File: src/rtl/brk_arb_pkg.sv
package brk_arb_pkg;
   typedef enum logic [1:0] {
      ROUTE_NONE = 2'd0,
      ROUTE_SWI  = 2'd1,
      ROUTE_DBG  = 2'd2
   } brk_route_e;
endpackage

File: src/rtl/brk_route.sv
module brk_route
   import brk_arb_pkg::*;
(
   input  logic       brk_en,
   input  logic       route_dbg,
   input  logic       dbg_enabled,
   input  logic       dbg_active,
   output brk_route_e route
);
   always_comb begin
      if (!brk_en || dbg_active)
         route = ROUTE_NONE;
      else if (route_dbg && dbg_enabled)
         route = ROUTE_DBG;
      else
         route = ROUTE_SWI;
   end
endmodule

File: src/rtl/brk_event.sv
module brk_event #(
   parameter int NUM_CMP     = 4,
   parameter int NUM_TAG     = 2,
   parameter int SYNC_STAGES = 0
) (
   input  logic               clk,
   input  logic               rst_n,
   input  logic               dbg_active,
   input  logic [NUM_CMP-1:0] cmp_hit,
   input  logic [NUM_TAG-1:0] tag_hit,
   input  logic               ext_trig,
   output logic               new_ev
);
   logic trig_s;

   generate
      if (SYNC_STAGES == 0) begin : g_trig_direct
         assign trig_s = ext_trig;
      end else begin : g_trig_sync
         logic [SYNC_STAGES-1:0] sh_q;
         always_ff @(posedge clk or negedge rst_n) begin
            if (!rst_n) sh_q <= '0;
            else        sh_q <= {sh_q[SYNC_STAGES-2 >= 0 ? SYNC_STAGES-2 : 0:0], ext_trig};
         end
         assign trig_s = sh_q[SYNC_STAGES-1];
      end
   endgenerate

   assign new_ev = !dbg_active && ((|cmp_hit) || (|tag_hit) || trig_s);
endmodule

File: src/rtl/brk_seq.sv
module brk_seq
   import brk_arb_pkg::*;
(
   input  logic       clk,
   input  logic       rst_n,
   input  brk_route_e route,
   input  logic       dbg_enabled,
   input  logic       new_ev,
   input  logic       arm_trig_wr,
   input  logic       trace_defer,
   input  logic       trace_done,
   input  logic       swi_instr,
   input  logic       bgnd_instr,
   input  logic       dbg_ret,
   input  logic       brk_ack,
   output logic       dbg_req,
   output logic       swi_req,
   output logic       brk_pend
);
   logic tracing_q, pend_q, dbg_q, swi_q;
   logic idle, fire_now, start_tr, fire_tr, fire_ret, fire;
   logic give_dbg, give_swi, pend_d, tracing_d;

   always_comb begin
      idle      = !pend_q && !tracing_q;
      fire_now  = idle && (arm_trig_wr || (new_ev && !trace_defer));
      start_tr  = idle && !arm_trig_wr && new_ev && trace_defer && (route != ROUTE_NONE);
      fire_tr   = tracing_q && trace_done;
      fire_ret  = pend_q && !tracing_q && dbg_ret && !brk_ack;
      fire      = fire_now || fire_tr || fire_ret;
      give_dbg  = fire && (route == ROUTE_DBG);
      give_swi  = fire && (route == ROUTE_SWI) && !(bgnd_instr && dbg_enabled);
      pend_d    = start_tr || (fire ? (give_dbg || give_swi) : (pend_q && !brk_ack));
      tracing_d = start_tr || (tracing_q && !trace_done);
   end

   always_ff @(posedge clk or negedge rst_n) begin
      if (!rst_n) begin
         tracing_q <= 1'b0;
         pend_q    <= 1'b0;
         dbg_q     <= 1'b0;
         swi_q     <= 1'b0;
      end else begin
         tracing_q <= tracing_d;
         pend_q    <= pend_d;
         dbg_q     <= give_dbg;
         swi_q     <= !give_dbg && (give_swi || swi_instr);
      end
   end

   assign dbg_req  = dbg_q;
   assign swi_req  = swi_q;
   assign brk_pend = pend_q;
endmodule

File: src/rtl/brk_arbiter.sv
module brk_arbiter
   import brk_arb_pkg::*;
#(
   parameter int NUM_CMP     = 4,
   parameter int NUM_TAG     = 2,
   parameter int SYNC_STAGES = 0
) (
   input  logic               clk,
   input  logic               rst_n,
   input  logic               brk_en,
   input  logic               route_dbg,
   input  logic               dbg_enabled,
   input  logic               dbg_active,
   input  logic [NUM_CMP-1:0] cmp_hit,
   input  logic [NUM_TAG-1:0] tag_hit,
   input  logic               ext_trig,
   input  logic               arm_trig_wr,
   input  logic               trace_defer,
   input  logic               trace_done,
   input  logic               swi_instr,
   input  logic               bgnd_instr,
   input  logic               dbg_ret,
   input  logic               brk_ack,
   output logic               dbg_req,
   output logic               swi_req,
   output logic               brk_pend
);
   generate
      if (NUM_CMP < 1 || NUM_CMP > 16) begin : g_bad_cmp
         $error("brk_arbiter: NUM_CMP must be 1..16");
      end
      if (NUM_TAG < 1 || NUM_TAG > 16) begin : g_bad_tag
         $error("brk_arbiter: NUM_TAG must be 1..16");
      end
      if (SYNC_STAGES < 0 || SYNC_STAGES > 4) begin : g_bad_sync
         $error("brk_arbiter: SYNC_STAGES must be 0..4");
      end
   endgenerate

   brk_route_e route;
   logic       new_ev;

   brk_route u_route (
      .brk_en      (brk_en),
      .route_dbg   (route_dbg),
      .dbg_enabled (dbg_enabled),
      .dbg_active  (dbg_active),
      .route       (route)
   );

   brk_event #(
      .NUM_CMP     (NUM_CMP),
      .NUM_TAG     (NUM_TAG),
      .SYNC_STAGES (SYNC_STAGES)
   ) u_event (
      .clk        (clk),
      .rst_n      (rst_n),
      .dbg_active (dbg_active),
      .cmp_hit    (cmp_hit),
      .tag_hit    (tag_hit),
      .ext_trig   (ext_trig),
      .new_ev     (new_ev)
   );

   brk_seq u_seq (
      .clk         (clk),
      .rst_n       (rst_n),
      .route       (route),
      .dbg_enabled (dbg_enabled),
      .new_ev      (new_ev),
      .arm_trig_wr (arm_trig_wr),
      .trace_defer (trace_defer),
      .trace_done  (trace_done),
      .swi_instr   (swi_instr),
      .bgnd_instr  (bgnd_instr),
      .dbg_ret     (dbg_ret),
      .brk_ack     (brk_ack),
      .dbg_req     (dbg_req),
      .swi_req     (swi_req),
      .brk_pend    (brk_pend)
   );
endmodule

File: config.mk
export PLATFORM = sky130hd
export DESIGN_NAME = brk_arbiter
export DESIGN_NICKNAME = d
export VERILOG_FILES = /design/src/rtl/brk_arb_pkg.sv /design/src/rtl/brk_route.sv /design/src/rtl/brk_event.sv /design/src/rtl/brk_seq.sv /design/src/rtl/brk_arbiter.sv
export SDC_FILE = /design/constraint.sdc
export NUM_CORES = 1
export LEC_CHECK = 0
export BUFFER_PORTS_ARGS = -buffer_cell sky130_fd_sc_hd__buf_2
export CAP_MARGIN = 20
export CELL_PAD_IN_SITES_DETAIL_PLACEMENT = 1
export CELL_PAD_IN_SITES_GLOBAL_PLACEMENT = 1
export CORE_AREA = 2 2 39 41
export DETAILED_ROUTE_END_ITERATION = 16
export DIE_AREA = 0 0 41 43
export GPL_TIMING_DRIVEN = 0
export PLACE_DENSITY_LB_ADDON = 0.08
export SKIP_LAST_GASP = 1
export SYNTH_ARGS = -nofsm -noshare
export SYNTH_HDL_FRONTEND = slang
export SYNTH_HIERARCHICAL = 1
export SYNTH_SLANG_ARGS = --single-unit
File: constraint.sdc
create_clock -name clk -period 2 [get_ports clk]
set_input_delay 0.2 -clock clk [delete_from_list [all_inputs] [get_ports clk]]
set_output_delay 0.2 -clock clk [all_outputs]
set_load 0.005 [all_outputs]
==> results of run 1 <==
==> flip-flops by register name, summed over array words and instances (netlist names) <==
| register | count |
|---|---|
| u_seq/tracing_q | 1 |
| u_seq/swi_req | 1 |
| u_seq/dbg_req | 1 |
| u_seq/brk_pend | 1 |
==> power breakdown <==
| group | switching, mW | total [mW] | internal [mW] |
|---|---|---|---|
| sequential | 0.0108 | 0.108 | 0.0970 |
| combinational | 0.0659 | 0.138 | 0.0723 |
| clock | 0.0309 | 0.0979 | 0.0670 |
==> worst max path at each step <==
stage | from | to | slack, ns | cells past startpoint
floorplan | tag_hit[0] | u_seq/swi_req | 0.80 | 6
global placement | tag_hit[0] | u_seq/swi_req | 0.63 | 7
detailed placement | tag_hit[0] | u_seq/swi_req | 0.62 | 7
CTS | u_seq/tracing_q | u_seq/brk_pend | 0.76 | 4
global route | u_seq/tracing_q | u_seq/brk_pend | 0.72 | 4
finish | u_seq/tracing_q | u_seq/brk_pend | 0.77 | 4
==> stage by stage <==
stage                 util  power [mW]  hold slack (ns)
global route        0.3363      0.3729           0.2047
detailed placement  0.3128      0.2488         0.006786
floorplan                -      0.1969         -0.09559
global placement    0.3128      0.2450         0.004988
finish              0.3363      0.3439           0.2151
CTS                 0.3363      0.3530           0.2056
==> logic make-up (layout without fill, tap and decap cells) <==
kind of cell,after synthesis,in the layout,share of synthesized area
AOI/OAI and AO/OA,10,10,0.2893
and+or+nand+nor,17,17,0.3554
buffers and inverters,2,28,0.02480
DFF,4,4,0.3306
==> repair_timing <==
| item | 4_1_cts | 5_1_grt |
|---|---|---|
| hold buffers | 1 | 0 |
| hold endpoints to repair | 4 | 0 |
| gates resized for setup | 0 | 0 |
| setup buffers | 0 | 0 |
==> layer usage <==
metal  share of wire  wire, um  GRT usage  vias to the layer above
li1                -         -          -                      172
met1            0.34       271    0.09646                      153
met2            0.53       415     0.1906                       18
met3            0.11        87    0.01571                        2
met4           0.015        12     0.1200                        0
met5               0         0          0                        -
==> placed cells by master (no fill, tap or decap) <==
cell and instances:
o21ai_4 1, nand4_1 1, dfrtp_1 4, dlygate4sd3_1 1, o211ai_2 1, nand2_1 2, and2_4 1, nand2b_1 1
a31oi_1 1, nor2b_1 1, nor4_2 1, nor2_1 5, a221oi_2 1, nor3_1 2, nand3_1 1, a21oi_1 2
buf_2 22, nand2b_4 1, a21oi_2 2, o21ai_0 2, clkbuf_4 3, and4bb_1 1, inv_1 2
==> critical path: cells and delay by family (launching register included) <==
kind               cells  cell delay [ns]
and+or+nand+nor        1             0.30
AOI/OAI and AO/OA      3             0.40
DFF                    1             0.41
==> final cells by class <==
class | count | area share
Clock buffer | 3 | 0.04839
Inverter | 2 | 0.01613
Multi-Input combinational cell | 27 | 0.4194
Sequential cell | 4 | 0.2151
Tap cell | 16 | 0.04301
Timing Repair Buffer | 23 | 0.2581
==> flow_summary.yaml, run 1 <==
outcome:
  outcome: "finished, final reports clean"
global_route:
  grt_first_pass_wirelength_mm: 1.283
  gr-total-overflow: 0
  grt_pass1_vias: 362
  grt_antenna_before_repair: 0
  grt_max_degree: 7
  track_usage: 0.1124
placement:
  io_buffers: 22
  pre_cts_slack_ns: 0.6201
  gp_congestion: 0.6208
  place_area_sq_um: 432.9
  dp.cells: 71
  dp_hpwl_um: 710.3
die:
  dieHeight_um: 43
  die_x_um: 41
  core_area_sq_um: 1384
  die_area_sq_um: 1763
  io_pins: 23
  start_util: 0.2188
  rows: 14
timing:
  final_max_slew_viol_count: 0
  rsz0062_at_grt: "no"
  fin_crit_sh: 0.6145
  fin_ws_ns: 0.7710
  fmax_ghz: 0.8137
  finalSetupTns_ns: 0
  slew_headroom: 0.8190
  fin_skew_ns: 0.003576
  setup_violations: 0
  hold_viol_final: 0
  worst_pin_slew_ns: 0.2715
  fin_crit_ns: 1.229
worst_setup_path:
  start_kind: "flip-flop"
  required_ns: 2.11
  r2r_start: "u_seq/tracing_q"
  r2r-end: "u_seq/brk_pend"
  crit_path_end_kind: "flip-flop"
  critical_path_class: "flip-flop to flip-flop"
  reg2reg_depth: 4
  arrival_ns: 1.34
  path_cells: "and4bb_1, a21oi_2, a221oi_2, a31oi_1"
  r2r_setup_slack_ns: 0.77
  critPathMaxStageDelay_ns: 0.41
  cp_max_fo: 4
  crit_slowest_cell: "dfrtp_1"
power_and_ir_drop:
  vdd.ir_drop.worst_mv: 0.1406
  cellLeakagePower_nw: 0.2208
  p_per_area_nw_per_um2: 738.9
worst_hold_path:
  min_path_cells: 2
  min_from: "trace_done"
  worstHoldEndpoint: "u_seq/tracing_q"
  hold_class: "input port to flip-flop"
route:
  viasPerCell: 4.600
  ant_nets: 0
  firstDrtPassIters: 4
  vias: 345
  wl_per_cell_um: 10.48
  drc: 0
  drt_iter0_drc: 1
  drt-total-wl_um: 786
clocking:
  ctsLongestPathBuffers: 2
  cts_root_buf: "clkbuf_4"
  path_clk_slew_ns: 0.04
  cts_buffers: 3
  cts_tree: "yes"
  clock_latency_ns: 0.23
  cts-htree-levels: 1
  clock-sinks: 4
synth:
  syn_nets: 53
  syn_inst: 33
  synth.most_common_cell: "nor2_1"
  synth-edff-count: 0
  synth.top_cell.area_share: 0.3306
  ys_seq_area_frac: 0.3306
  synthesis.area_sq_um: 302.8
  ys_seq_elements: 4
  ys_async_sr_fraction: 1.000
  synth.distinct_cells: 20
  synth-main-ff-cell: "dfrtp_1"
  yosysTopAreaCell: "dfrtp_1"
  netlist_top_cells_count: "nor2_1 (5), dfrtp_1 (4)"
  synth_warnings: 6
  synth_area_leaders: "dfrtp_1 (33%), nor2_1 (6.2%), a21oi_2 (5.8%)"
  avgSynthCellArea_sq_um: 9.175
layout:
  finalNonFillerCells: 75
  n_antenna_cell: 0
  syn_to_final_growth_pct: 53.72
  fillCellCount: 186
  multi_input_area_sq_um: 195.2
  nNetsFinal: 81
  drive_gt1_frac: 0.5593
  seqCellArea_sq_um: 100.1
  finalInstanceArea_sq_um: 465.4
flow_run:
  maxCapViolCount: 0
No activity file was read; power rests on OpenSTA's default activity.
==> inputs of run 2 (changes only) <==
- ABC_AREA: default -> 1
- CORE_AREA: 2 2 39 41 -> default
- CORE_UTILIZATION: default -> 21
- DIE_AREA: 0 0 41 43 -> default
- clock period: 2 -> 1 ns (I/O delays scaled with it)
==> flow_summary.yaml, run 2 <==
clocking:
  cts_root_buf: "clkbuf_4"
  cts-htree-levels: 1
  ctsLongestPathBuffers: 2
  cts_buffers: 3
  clock_latency_ns: 0.24
  cts_tree: "yes"
  clock-sinks: 4
  path_clk_slew_ns: 0.04
layout:
  fin_util: 0.3587
  layout_common_cells: "buf_2 (22), nand2_1 (9), nor2_1 (8)"
  fillCellCount: 194
  n_antenna_cell: 0
  syn_to_final_growth_pct: 54.80
  layout_commonest_cell: "buf_2"
  nNetsFinal: 96
  drive_gt1_frac: 0.5405
global_route:
  gr-total-overflow: 0
  grt_pass1_vias: 350
  track_usage: 0.1174
  grt_first_pass_wirelength_mm: 1.200
  grt_antenna_before_repair: 0
  grt_max_degree: 5
outcome:
  violations: "setup timing"
  outcome: "finished with violations"
route:
  drt-total-wl_um: 735
  viasPerCell: 4.315
  firstDrtPassIters: 2
  vias: 384
  drt_iter0_drc: 4
  wl_per_cell_um: 8.258
  drc: 0
  ant_nets: 0
worst_setup_path:
  start_kind: "flip-flop"
  crit_path_end_kind: "flip-flop"
  required_ns: 1.12
  arrival_ns: 1.15
  critical_path_class: "flip-flop to flip-flop"
  r2r_setup_slack_ns: -0.03
  cp_max_fo: 3
timing:
  setup_violations: 2
  fin_crit_sh: 1.031
  worst_pin_slew_ns: 0.1996
  final_max_slew_viol_count: 0
  fin_crit_ns: 1.031
  slew_headroom: 0.8660
  hold_viol_final: 0
  rsz0062_at_grt: "yes"
  fin_ws_ns: -0.03147
  fmax_ghz: 0.9695
  fin_skew_ns: 0.001756
synth:
  synth.distinct_cells: 16
  syn_inst: 47
  synthesis.area_sq_um: 312.8
  synth_area_leaders: "dfrtp_1 (32%), nand2_1 (11%), nor2_1 (11%)"
  syn_nets: 67
  synth-main-ff-cell: "dfrtp_1"
  ys_seq_area_frac: 0.3200
  ys_seq_elements: 4
  ys_async_sr_fraction: 1.000
  synth_warnings: 6
  netlist_top_cells_count: "nand2_1 (9), nor2_1 (9), inv_1 (8), dfrtp_1 (4), nand2_2 (3)"
  synth-edff-count: 0
  yosysTopAreaCell: "dfrtp_1"
  synth.top_cell.area_share: 0.3200
  avgSynthCellArea_sq_um: 6.655
power_and_ir_drop:
  power.share.clock: 0.393
  p_comb_frac: 0.258
  cellLeakagePower_nw: 0.2877
  p_per_area_nw_per_um2: 1070
  p_total_mw: 0.5182
  sw_frac_of_total: 0.2772
  vdd.ir_drop.worst_mv: 0.2337
  p_switching_mw: 0.1436
  seq_power_share: 0.349
  p_int_mw: 0.3746
die:
  dieHeight_um: 40.60
  die_area_sq_um: 1648
  core_area_sq_um: 1350
  start_util: 0.2317
  io_pins: 23
  rows: 13
  die_x_um: 40.60
placement:
  io_buffers: 22
  gp_congestion: 0.5924
  dp_hpwl_um: 632.3
worst_hold_path:
  hold_class: "input port to flip-flop"
flow_run:
  maxCapViolCount: 0
==> run 2: cells by family (layout without fill, tap and decap cells) <==
| logic type | after synthesis | count (layout) | synth area share |
|---|---|---|---|
| and+or+nand+nor | 28 | 28 | 0.4440 |
| buffers and inverters | 10 | 37 | 0.1200 |
| AOI/OAI and AO/OA | 5 | 5 | 0.1160 |
| DFF | 4 | 4 | 0.3200 |
==> run 2: metrics by stage <==
step                      std cells  setup WS (ns)  instance area [sq um]  hold WS, ns   TNS, ns
after floorplan                  47        0.04367                  312.8      -0.1956         0
after global placement           84       -0.04209                  441.7     -0.09429  -0.07719
after detailed placement         84       -0.02692                  441.7     -0.09301  -0.05328
after CTS                        88       -0.02136                  474.2      0.09626  -0.03618
after global routing             89       -0.09988                  484.2       0.1070   -0.2245
final                            89       -0.03147                  484.2       0.1064  -0.05114
==> run 2: power by group through the flow <==
stage,combinational (mW),clock [mW],sequential (mW)
after detailed placement,0.130,0,0.181
after global placement,0.127,0,0.182
final,0.134,0.204,0.181
after global routing,0.156,0.231,0.182
after floorplan,0.0700,0,0.182
after CTS,0.134,0.220,0.179
==> run 2: path summary, 6_finish.rpt <==
check | cells after the start | endpoint | from
min | 3 | u_seq/swi_req | swi_instr
max in group asynchronous | 2 | u_seq/swi_req | rst_n
max reg2reg | 6 | u_seq/brk_pend | u_seq/tracing_q
max | 6 | u_seq/brk_pend | u_seq/tracing_q
min in group asynchronous | 2 | u_seq/brk_pend | rst_n
min reg2reg | 3 | u_seq/dbg_req | u_seq/tracing_q
==> run 2: metal layers <==
metal  vias up  share of wire  GRT usage  wire length (um)
li1        196              -          -                 -
met1       170           0.37    0.09677               274
met2        18           0.54     0.2103               395
met3         0          0.087    0.03333                64
met4         0              0     0.1250                 0
met5         -              0          0                 0
==> run 2: repair_timing <==
item	in CTS	in global routing
pin swaps	1	1
buffers inserted	0	1
gates resized for setup	0	2
endpoints found under the hold margin	4	0
endpoints found under the setup margin	2	4
hold buffers	1	0
==> run 2: area by class of cell <==
type,instances,area [sq um],share of cell area
Inverter,10,37.54,0.07752
Timing Repair Buffer,24,127.6,0.2636
Multi-Input combinational cell,33,177.7,0.3669
Tap cell,15,18.77,0.03876
Sequential cell,4,100.1,0.2067
Clock buffer,3,22.52,0.04651
==> run 2: critical path, stage by stage, from the launching register on <==
cell and delay, ns:
dfrtp_1 0.37, inv_2 0.05, or2_4 0.24, nand2_4 0.07, nand2_2 0.06, o21ai_2 0.06, nand3_2 0.07
